<file path="src/rtl/dwr_pkg.sv">
package dwr_pkg;

    typedef enum logic [2:0] {
        TERM_NORMAL  = 3'd0,
        TERM_RETRY   = 3'd1,
        TERM_DISC    = 3'd2,
        TERM_TABORT  = 3'd3,
        TERM_MABORT  = 3'd4,
        TERM_UNDELIV = 3'd5
    } term_e;

    typedef enum logic [1:0] {
        ACT_FINISH = 2'd0,
        ACT_RETRY  = 2'd1,
        ACT_AGAIN  = 2'd2
    } act_e;

endpackage

</file>
<file path="src/rtl/dwr_classify.sv">
module dwr_classify
    import dwr_pkg::*;
(
    input  logic [2:0] code_i,
    input  logic       data_i,
    output act_e       act_o,
    output logic [2:0] code_o
);

    always_comb begin
        act_o  = ACT_FINISH;
        code_o = code_i;
        case (code_i)
            TERM_NORMAL: act_o = ACT_FINISH;
            TERM_RETRY:  act_o = ACT_RETRY;
            TERM_DISC:   act_o = data_i ? ACT_FINISH : ACT_AGAIN;
            TERM_TABORT: act_o = ACT_FINISH;
            TERM_MABORT: act_o = ACT_FINISH;
            default: begin
                // undefined codes end the write as a target abort
                act_o  = ACT_FINISH;
                code_o = TERM_TABORT;
            end
        endcase
    end

endmodule

</file>
<file path="src/rtl/dwr_retry_cnt.sv">
module dwr_retry_cnt #(
    parameter int CNT_W    = 32,
    parameter int DEF_LOG2 = 24,
    parameter int MAX_LOG2 = 32
) (
    input  logic clk,
    input  logic rst_n,
    input  logic clear_i,
    input  logic sel_i,
    input  logic inc_i,
    output logic last_o
);

    localparam logic [CNT_W-1:0] DEF_LAST = CNT_W'((64'd1 << DEF_LOG2) - 64'd1);
    localparam logic [CNT_W-1:0] MAX_LAST = CNT_W'((64'd1 << MAX_LOG2) - 64'd1);

    typedef struct packed {
        logic [CNT_W-1:0] cnt;
        logic             sel;
    } cnt_st_t;

    cnt_st_t cs_d, cs_q;
    logic [CNT_W-1:0] lim_last;

    assign lim_last = cs_q.sel ? MAX_LAST : DEF_LAST;
    assign last_o   = (cs_q.cnt == lim_last);

    always_comb begin
        cs_d = cs_q;
        if (clear_i) begin
            cs_d.cnt = '0;
            cs_d.sel = sel_i;
        end else if (inc_i) begin
            cs_d.cnt = cs_q.cnt + 1'b1;
        end
    end

    always_ff @(posedge clk or negedge rst_n) begin
        if (!rst_n) cs_q <= '0;
        else        cs_q <= cs_d;
    end

    p_cnt_bound_r6: assert property (@(posedge clk) disable iff (!rst_n)
        cs_q.cnt <= lim_last);

    p_no_inc_at_last_r6: assert property (@(posedge clk) disable iff (!rst_n)
        inc_i |-> !last_o);

endmodule

</file>
<file path="src/rtl/dwr_syserr.sv">
module dwr_syserr (
    input  logic clk,
    input  logic rst_n,
    input  logic exhaust_i,
    input  logic en_i,
    input  logic mask_i,
    input  logic clr_i,
    output logic pulse_o,
    output logic sticky_o
);

    typedef struct packed {
        logic pulse;
        logic sticky;
    } se_st_t;

    se_st_t se_d, se_q;

    always_comb begin
        se_d       = se_q;
        se_d.pulse = exhaust_i && en_i && !mask_i;
        if (se_d.pulse)  se_d.sticky = 1'b1;
        else if (clr_i)  se_d.sticky = 1'b0;
    end

    always_ff @(posedge clk or negedge rst_n) begin
        if (!rst_n) se_q <= '0;
        else        se_q <= se_d;
    end

    assign pulse_o  = se_q.pulse;
    assign sticky_o = se_q.sticky;

    p_sticky_cause_r10: assert property (@(posedge clk) disable iff (!rst_n)
        (sticky_o && !$past(sticky_o)) |-> pulse_o);

    p_pulse_single_r9: assert property (@(posedge clk) disable iff (!rst_n)
        pulse_o |=> !pulse_o);

endmodule

</file>
<file path="src/rtl/dw_retry_ctrl.sv">
module dw_retry_ctrl
    import dwr_pkg::*;
#(
    parameter int CNT_W    = 32,
    parameter int DEF_LOG2 = 24,
    parameter int MAX_LOG2 = 32
) (
    input  logic       clk,
    input  logic       rst_n,
    input  logic       load_i,
    input  logic       posted_i,
    input  logic       limit_max_i,
    input  logic       att_done_i,
    input  logic [2:0] att_term_i,
    input  logic       att_data_i,
    input  logic       sys_err_en_i,
    input  logic       undeliv_mask_i,
    input  logic       sts_clr_i,
    output logic       reattempt_o,
    output logic       done_o,
    output logic       failed_o,
    output logic [2:0] term_o,
    output logic       report_o,
    output logic       sys_err_o,
    output logic       sys_err_sts_o
);

    typedef struct packed {
        logic       active;
        logic       posted;
        logic       reattempt;
        logic       done;
        logic       failed;
        logic [2:0] term;
        logic       report;
    } ctl_st_t;

    ctl_st_t st_d, st_q;
    act_e       act;
    logic [2:0] code_n;
    logic       take, cnt_last, cnt_inc, exhaust;

    assign take = st_q.active && att_done_i && !load_i;

    dwr_classify u_cls (
        .code_i (att_term_i),
        .data_i (att_data_i),
        .act_o  (act),
        .code_o (code_n)
    );

    dwr_retry_cnt #(
        .CNT_W    (CNT_W),
        .DEF_LOG2 (DEF_LOG2),
        .MAX_LOG2 (MAX_LOG2)
    ) u_cnt (
        .clk     (clk),
        .rst_n   (rst_n),
        .clear_i (load_i),
        .sel_i   (limit_max_i),
        .inc_i   (cnt_inc),
        .last_o  (cnt_last)
    );

    dwr_syserr u_se (
        .clk       (clk),
        .rst_n     (rst_n),
        .exhaust_i (exhaust),
        .en_i      (sys_err_en_i),
        .mask_i    (undeliv_mask_i),
        .clr_i     (sts_clr_i),
        .pulse_o   (sys_err_o),
        .sticky_o  (sys_err_sts_o)
    );

    always_comb begin
        st_d           = st_q;
        st_d.reattempt = 1'b0;
        st_d.done      = 1'b0;
        st_d.failed    = 1'b0;
        st_d.term      = TERM_NORMAL;
        st_d.report    = 1'b0;
        cnt_inc        = 1'b0;
        exhaust        = 1'b0;
        if (load_i) begin
            st_d.active = 1'b1;
            st_d.posted = posted_i;
        end else if (take) begin
            case (act)
                ACT_FINISH: begin
                    st_d.done   = 1'b1;
                    st_d.term   = code_n;
                    st_d.report = !st_q.posted;
                    st_d.active = 1'b0;
                end
                ACT_RETRY: begin
                    if (cnt_last) begin
                        st_d.failed = 1'b1;
                        st_d.term   = TERM_UNDELIV;
                        st_d.report = !st_q.posted;
                        st_d.active = 1'b0;
                        exhaust     = 1'b1;
                    end else begin
                        st_d.reattempt = 1'b1;
                        st_d.term      = code_n;
                        cnt_inc        = 1'b1;
                    end
                end
                ACT_AGAIN: begin
                    st_d.reattempt = 1'b1;
                    st_d.term      = code_n;
                end
                default: ;
            endcase
        end
    end

    always_ff @(posedge clk or negedge rst_n) begin
        if (!rst_n) st_q <= '0;
        else        st_q <= st_d;
    end

    assign reattempt_o = st_q.reattempt;
    assign done_o      = st_q.done;
    assign failed_o    = st_q.failed;
    assign term_o      = st_q.term;
    assign report_o    = st_q.report;

    p_onehot_result_r1: assert property (@(posedge clk) disable iff (!rst_n)
        $onehot0({reattempt_o, done_o, failed_o}));

    p_result_cause_r8: assert property (@(posedge clk) disable iff (!rst_n)
        (reattempt_o || done_o || failed_o) |-> $past(att_done_i && st_q.active && !load_i));

    p_undeliv_code_r6: assert property (@(posedge clk) disable iff (!rst_n)
        failed_o |-> (term_o == TERM_UNDELIV));

    p_syserr_with_fail_r9: assert property (@(posedge clk) disable iff (!rst_n)
        sys_err_o |-> failed_o);

    p_report_delayed_r11: assert property (@(posedge clk) disable iff (!rst_n)
        report_o |-> ((done_o || failed_o) && !$past(st_q.posted)));

endmodule

</file>
<file path="config.mk">
export PLATFORM = sky130hd
export DESIGN_NAME = dw_retry_ctrl
export DESIGN_NICKNAME = d
export VERILOG_FILES = /design/src/rtl/dwr_pkg.sv /design/src/rtl/dwr_classify.sv /design/src/rtl/dwr_retry_cnt.sv /design/src/rtl/dwr_syserr.sv /design/src/rtl/dw_retry_ctrl.sv
export SDC_FILE = /design/constraint.sdc
export NUM_CORES = 1
export LEC_CHECK = 0
export CAP_MARGIN = 15
export CORE_ASPECT_RATIO = 1.2
export CORE_MARGIN = 2
export CORE_UTILIZATION = 40
export CTS_BUF_LIST = sky130_fd_sc_hd__clkbuf_4 sky130_fd_sc_hd__clkbuf_8
export DETAILED_ROUTE_END_ITERATION = 8
export MAX_ROUTING_LAYER = met4
export PLACE_DENSITY = 0.63
export SKIP_LAST_GASP = 1
export SLEW_MARGIN = 5
export SYNTH_ARGS = -nofsm -noshare
export SYNTH_HDL_FRONTEND = slang
export SYNTH_SLANG_ARGS = --single-unit
</file>
<file path="constraint.sdc">
create_clock -name clk -period 4.67 [get_ports clk]
set_clock_uncertainty 0.05 [all_clocks]
set_input_delay 0.934 -clock clk [delete_from_list [all_inputs] [get_ports clk]]
set_output_delay 0.934 -clock clk [all_outputs]
set_load 0.01 [all_outputs]
</file>
==> results of run 1 <==
-- cells by family (layout without fill, tap and decap cells) --
kind of cell	count (synthesis)	after routing
AND/OR/NAND/NOR	125	125
multiplexers	14	14
flip-flops	44	44
buffers and inverters	23	38
AO/OA/AOI/OAI	53	53
adder cells (fa/ha/maj)	5	5
-- worst max-delay path, cell delays in order --
cell and delay, ns:
clkdlybuf4s50_1 0.49, nor2_1 0.13, nand2_1 0.10, inv_1 0.10, ha_1 0.26, nand4b_2 0.31
nor2_1 0.28, nand2_1 0.30, nor4_1 0.37, mux2_2 0.38
-- sequential cells by signal, indices dropped and copies added (netlist names) --
signal	count
u_se.sticky_o	1
st_q	2
failed_o	1
u_se.pulse_o	1
u_cnt.cs_q	33
report_o	1
done_o	1
reattempt_o	1
term_o	3
-- cell type report --
cell class,count,area share
clock buffers,6,0.02590
repair buffers,23,0.07473
multi-input cells,197,0.4688
inverters,7,0.008917
flip-flops and latches,44,0.3737
well taps,85,0.03609
clock inverters,2,0.01189
-- where the power goes --
part | switching [W] | internal, W | total, W
combinational | 0.0000336 | 0.0000223 | 0.0000559
clock | 0.000130 | 0.000165 | 0.000294
sequential | 0.00000350 | 0.000385 | 0.000389
total | 0.000167 | 0.000572 | 0.000739
-- layer usage --
layer	GRT usage	vias to the layer above	part of all wire
met3	0.02534	2	0.022
met1	0.2185	1043	0.44
met4	0.06696	0	0.0085
met5	-	-	0
met2	0.2909	21	0.53
li1	-	1027	-
-- through the flow --
| stage | hold WS, ns | instances | util | worst slack (ns) |
|---|---|---|---|---|
| after floorplan | 0.3457 | 264 | - | 1.684 |
| after global placement | 0.3557 | 356 | 0.4454 | 1.022 |
| after detailed placement | 0.3610 | 356 | 0.4454 | 0.8810 |
| after CTS | 0.3724 | 364 | 0.4629 | 1.213 |
| after global routing | 0.4047 | 364 | 0.4629 | 0.8567 |
| final | 0.3696 | 364 | 0.4629 | 1.164 |
-- cell usage in the layout, fill, tap and decap left out, types with 3 or more instances in the layout --
cell,n
nand3_1,14
mux2_2,5
nand2_1,20
or3_1,7
nor4_1,9
o21a_1,4
o21ai_0,5
clkdlybuf4s50_1,20
nor2_1,19
mux2i_1,4
nand4_1,11
nor4_2,3
nor2b_1,8
ha_1,5
nor3_1,4
dfrtp_1,44
o31ai_1,5
or4_1,6
mux2_4,3
o41ai_1,4
clkbuf_8,5
inv_1,7
and4_1,7
o21ai_1,3
a21oi_2,3
a21oi_1,14
-- path summary, 6_finish.rpt --
| kind | from | to | slack (ns) | cells past startpoint |
|---|---|---|---|---|
| worst max register to register | u_cnt.cs_q[15] | u_cnt.cs_q[11] | 1.62 | 6 |
| max in group asynchronous | rst_n | u_cnt.cs_q[19] | 3.21 | 1 |
| worst max-delay path | att_term_i[2] | u_cnt.cs_q[24] | 1.16 | 10 |
| worst min-delay path | st_q[7] | report_o | 0.37 | 1 |
| min in group asynchronous | rst_n | u_cnt.cs_q[11] | 0.75 | 1 |
| worst min register to register | st_q[7] | report_o | 0.37 | 1 |
==> run_results.csv, run 1 <==
group,metric,value,unit
finish,fin_nets,296,
run_status,status,"finished clean",
yosys,synthSimpleGateAreaFrac,0.2963,
yosys,netlist-cell-type-count,56,
clock_tree,post_cts_buffers,0,
timing,finalHoldViolations,0,
placement,gp_congestion,0.7632,
yosys,synthFlopType,"dfrtp_1",
clock_tree,cts_max_path_buffers,2,
floorplan,rows,32,
timing,slew-limit-headroom,0.3407,
drt,postRouteAntennaNets,0,
setup_path,crit_required,4.81,ns
timing,setup_tns,0,ns
job,maxCapViolCount,0,
yosys,syn_inst,264,
yosys,yosysMostFrequentCell,"dfrtp_1",
yosys,synth.area.top_cells,"dfrtp_1 42%, nand2_1 2.9%, nor2_1 2.7%",
global_routing,antenna_found_initial,0,
yosys,yosys.area_share.adder,0.02393,
yosys,synth_top_cells_by_count,"44 x dfrtp_1, 20 x nand2_1, 19 x nor2_1, 14 x a21oi_1, 14 x nand3_1",
drt,post_drt_via_cell_ratio,5.750,
timing,period_needed,3.506,ns
finish,layout-drive-gt1-share,0.1434,
power,ir_worst_vdd,0.00009903,V
yosys,seq_area_frac_synth,0.4213,
floorplan,die_h,92.55,um
yosys,synth_top_area_frac,0.4213,
setup_path,end_kind,"register",
yosys,yosys_warnings,0,
timing,finalCritPeriodShare,0.7508,
placement,detailed_place_hpwl,3.951,mm
power,total_power,0.0007388,W
yosys,synth_xor_area_frac,0,
floorplan,die_area,0.007199,mm2
drt,routed_wl,5.539,mm
drt,drtIter0Drc,68,
yosys,synth_mux_area_frac,0.06367,
setup_path,critPathLaunchType,"input pin",
clock_tree,insertion_delay,0.30,ns
global_routing,grt_pass1_wl,9.956,mm
drt,wl_per_cell,15.22,um
yosys,synth_compound_area_frac,0.1446,
setup_path,path_class,"input pin to register",
yosys,yosysTopAreaCell,"dfrtp_1",
yosys,ys_async_sr_fraction,1.000,
floorplan,io-pin-count,22,
finish,antenna_cells,0,
floorplan,core,0.006366,mm2
finish,design_area,0.002947,mm2
finish,fillers,616,
clock_tree,clk_pin_slew,0.09,ns
finish,multi_input_area,0.001381,mm2
finish,seqCellArea,0.001101,mm2
yosys,synth_edf_count,0,
timing,finalSetupViolCount,0,
floorplan,die_w,77.79,um
clock_tree,cts_root_buf,"clkbuf_8",
yosys,syn-num-nets,282,
drt,num_vias,2093,
setup_path,arrival,3.64,ns
clock_tree,ctsResizeCount,0,
global_routing,track_usage,0.1760,
drt,first_pass_iters,4,
setup_path,worst-path-max-fanout,12,
clock_tree,holdBufCountCts,0,
global_routing,grt_pass1_vias,2082,
power,power_density,250.7,mW/mm2
clock_tree,cts_tree,"yes",
timing,rsz0062_at_grt,"no",
timing,worst_pin_slew,0.9889,ns
floorplan,start_util,0.4106,
placement,numPortBuffers,21,
clock_tree,numCtsBuffers,5,
timing,drv_slew,0,
power,p_leak,1.147,nW
yosys,syn_area,0.002614,mm2
drt,route.detailed.drc,0,
global_routing,grt_max_degree,45,
placement,place_area,0.002835,mm2
clock_tree,h-tree-depth,2,
yosys,avgSynthCellArea,9.901,um2
yosys,ys_ff_latch,44,
finish,area_delta_synth_final,12.73,%
clock_tree,clkSinkCount,44,
min_path,hp-class,"register to register",
yosys,synth_top_family_by_area,"simple AND/OR/NAND/NOR gates",
timing,fmax,285.2,MHz
global_routing,globalRouteOverflowTotal,0,
Power figures use the tool's default switching activity.
==> inputs of run 2 (changes only) <==
==> constraint.sdc (replaced) <==
create_clock -name clk -period 3.3 [get_ports clk]
set_clock_uncertainty 0.05 [all_clocks]
set_input_delay 0.66 -clock clk [delete_from_list [all_inputs] [get_ports clk]]
set_output_delay 0.66 -clock clk [all_outputs]
set_load 0.01 [all_outputs]
==> run 2 against run 1 <==
- register-to-register slack lost 0.67 ns
- setup slack worse by 0.85 ns
- final cell count is 1.4% higher
- first-iteration DRC count increased by 51%
- total power is 33% higher
- routed wire length shrank 2.3%
- hold slack improved by 0.016 ns
- critical path type unchanged
- largest power group unchanged
==> run_results.csv, run 2 (synthesis gave the netlist of run 1 again) <==
group,metric,value,unit
run_status,status,"finished clean",
power,intPower,0.0007450,W
timing,drv_slew,0,
timing,rsz0062_at_grt,"no",
drt,postRouteAntennaNets,0,
power,ir_worst_vdd,0.0001387,V
setup_path,worst-path-max-fanout,9,
finish,final_util,0.4658,
setup_path,path_class,"input pin to register",
floorplan,io-pin-count,22,
clock_tree,cts_tree,"yes",
timing,finalCritPeriodShare,0.9049,
setup_path,end_kind,"register",
drt,wl_per_cell,14.67,um
drt,routed_wl,5.412,mm
global_routing,globalRouteOverflowTotal,0,
clock_tree,post_cts_buffers,0,
clock_tree,ctsResizeCount,0,
floorplan,start_util,0.4106,
power,clkPwrFrac,0.359,
finish,antenna_cells,0,
drt,route.detailed.drc,0,
clock_tree,clkSinkCount,44,
finish,largest_reg_flops,33,
placement,numPortBuffers,21,
floorplan,core,0.006366,mm2
power,combPwrFrac,0.081,
finish,area_delta_synth_final,13.45,%
placement,detailed_place_hpwl,3.826,mm
setup_path,crit_path_end,"u_cnt.cs_q[19]",
drt,num_vias,2086,
power,p_leak,1.162,nW
drt,first_pass_iters,4,
power,seqPwrFrac,0.559,
placement,dp.cells,361,
setup_path,worstSetupStartpoint,"att_term_i[1]",
floorplan,die_w,77.79,um
setup_path,rr_worst_depth,6,
finish,layout_common_cells,"44 x dfrtp_1, 20 x nand2_1, 20 x clkdlybuf4s50_1",
timing,finalHoldViolations,0,
clock_tree,cts_root_buf,"clkbuf_8",
global_routing,grt_pass1_vias,1950,
floorplan,rows,32,
setup_path,reg2reg_to,"u_cnt.cs_q[14]",
timing,slew-limit-headroom,0.3412,
clock_tree,insertion_delay,0.29,ns
global_routing,grt_max_degree,45,
setup_path,critPathLaunchType,"input pin",
power,p_sw,0.0002387,W
timing,finalSetupViolCount,0,
clock_tree,numCtsBuffers,5,
min_path,hp-class,"register to register",
setup_path,reg2reg_from,"u_cnt.cs_q[25]",
timing,fmax,334.9,MHz
clock_tree,h-tree-depth,2,
finish,fin_nets,301,
setup_path,rrSetupSlack,0.95,ns
finish,top_register,"u_cnt.cs_q",
floorplan,die_h,92.55,um
power,power_density,331.7,mW/mm2
global_routing,antenna_found_initial,0,
drt,post_drt_via_cell_ratio,5.653,
global_routing,grt_pass1_wl,9.273,mm
job,maxCapViolCount,0,
finish,layout-drive-gt1-share,0.1585,
clock_tree,holdBufCountCts,0,
timing,period_needed,2.986,ns
floorplan,die_area,0.007199,mm2
timing,setup_tns,0,ns
power,netSwitchingFraction,0.2426,
finish,layout_commonest_cell,"dfrtp_1",
setup_path,crit_required,3.48,ns
clock_tree,cts_max_path_buffers,2,
drt,drtIter0Drc,103,
placement,gp_congestion,0.7820,
setup_path,arrival,3.16,ns
timing,worst_pin_slew,0.9882,ns
finish,stdcell_count,369,
global_routing,track_usage,0.1651,
clock_tree,clk_pin_slew,0.08,ns
==> run 2: stage by stage <==
step	instance area, um2	worst slack, ns	total power, W	hold slack (ns)
global route	2965	0.1277	0.001029	0.4168
floorplan	2614	0.5881	0.0006012	0.3144
global placement	2873	0.07835	0.0006416	0.3581
detailed placement	2873	0.01250	0.0006425	0.3718
CTS	2965	0.3245	0.0009989	0.3851
finish	2965	0.3137	0.0009836	0.3853
==> run 2: how the worst min path moves through the flow <==
| stage | to | from | cells after the start | slack, ns |
|---|---|---|---|---|
| 2_1_floorplan | done_o | rst_n | 0 | 0.31 |
| 4_1_cts | report_o | st_q[7] | 1 | 0.39 |
| 6_report | report_o | st_q[7] | 1 | 0.39 |
| 3_5_place_dp | report_o | st_q[7] | 1 | 0.37 |
| 3_3_place_gp | report_o | st_q[7] | 1 | 0.36 |
| 5_1_grt | report_o | st_q[7] | 1 | 0.42 |
==> run 2: area by class of cell <==
type	count	area [um2]
fillers	617	3401
clock inverters	2	10.01
inverters	7	26.28
clock buffers	6	82.58
flip-flops and latches	44	1101
repair buffers	28	257.7
multi-input cells	197	1381
well taps	85	106.4
==> run 2: power groups by stage <==
stage	registers (W)	logic [W]	clock network [W]
after floorplan	0.000561	0.0000404	0
after global placement	0.000561	0.0000807	0
after detailed placement	0.000561	0.0000815	0
after CTS	0.000550	0.0000816	0.000367
after global routing	0.000552	0.0000895	0.000388
final	0.000550	0.0000800	0.000354
==> run 2: routing by layer <==
layer | global-route usage | part of all wire
met3 | 0.02729 | 0.020
met5 | - | 0
met4 | 0.05952 | 0.015
met2 | 0.2716 | 0.51
met1 | 0.2050 | 0.46
==> run 2: critical path, stage by stage <==
cell and delay, ns:
clkdlybuf4s50_1 0.48, nor2_1 0.12, nand2_1 0.09, inv_1 0.10
ha_1 0.25, nor3b_2 0.59, nand2_1 0.21, or4_1 0.51
a21oi_1 0.15
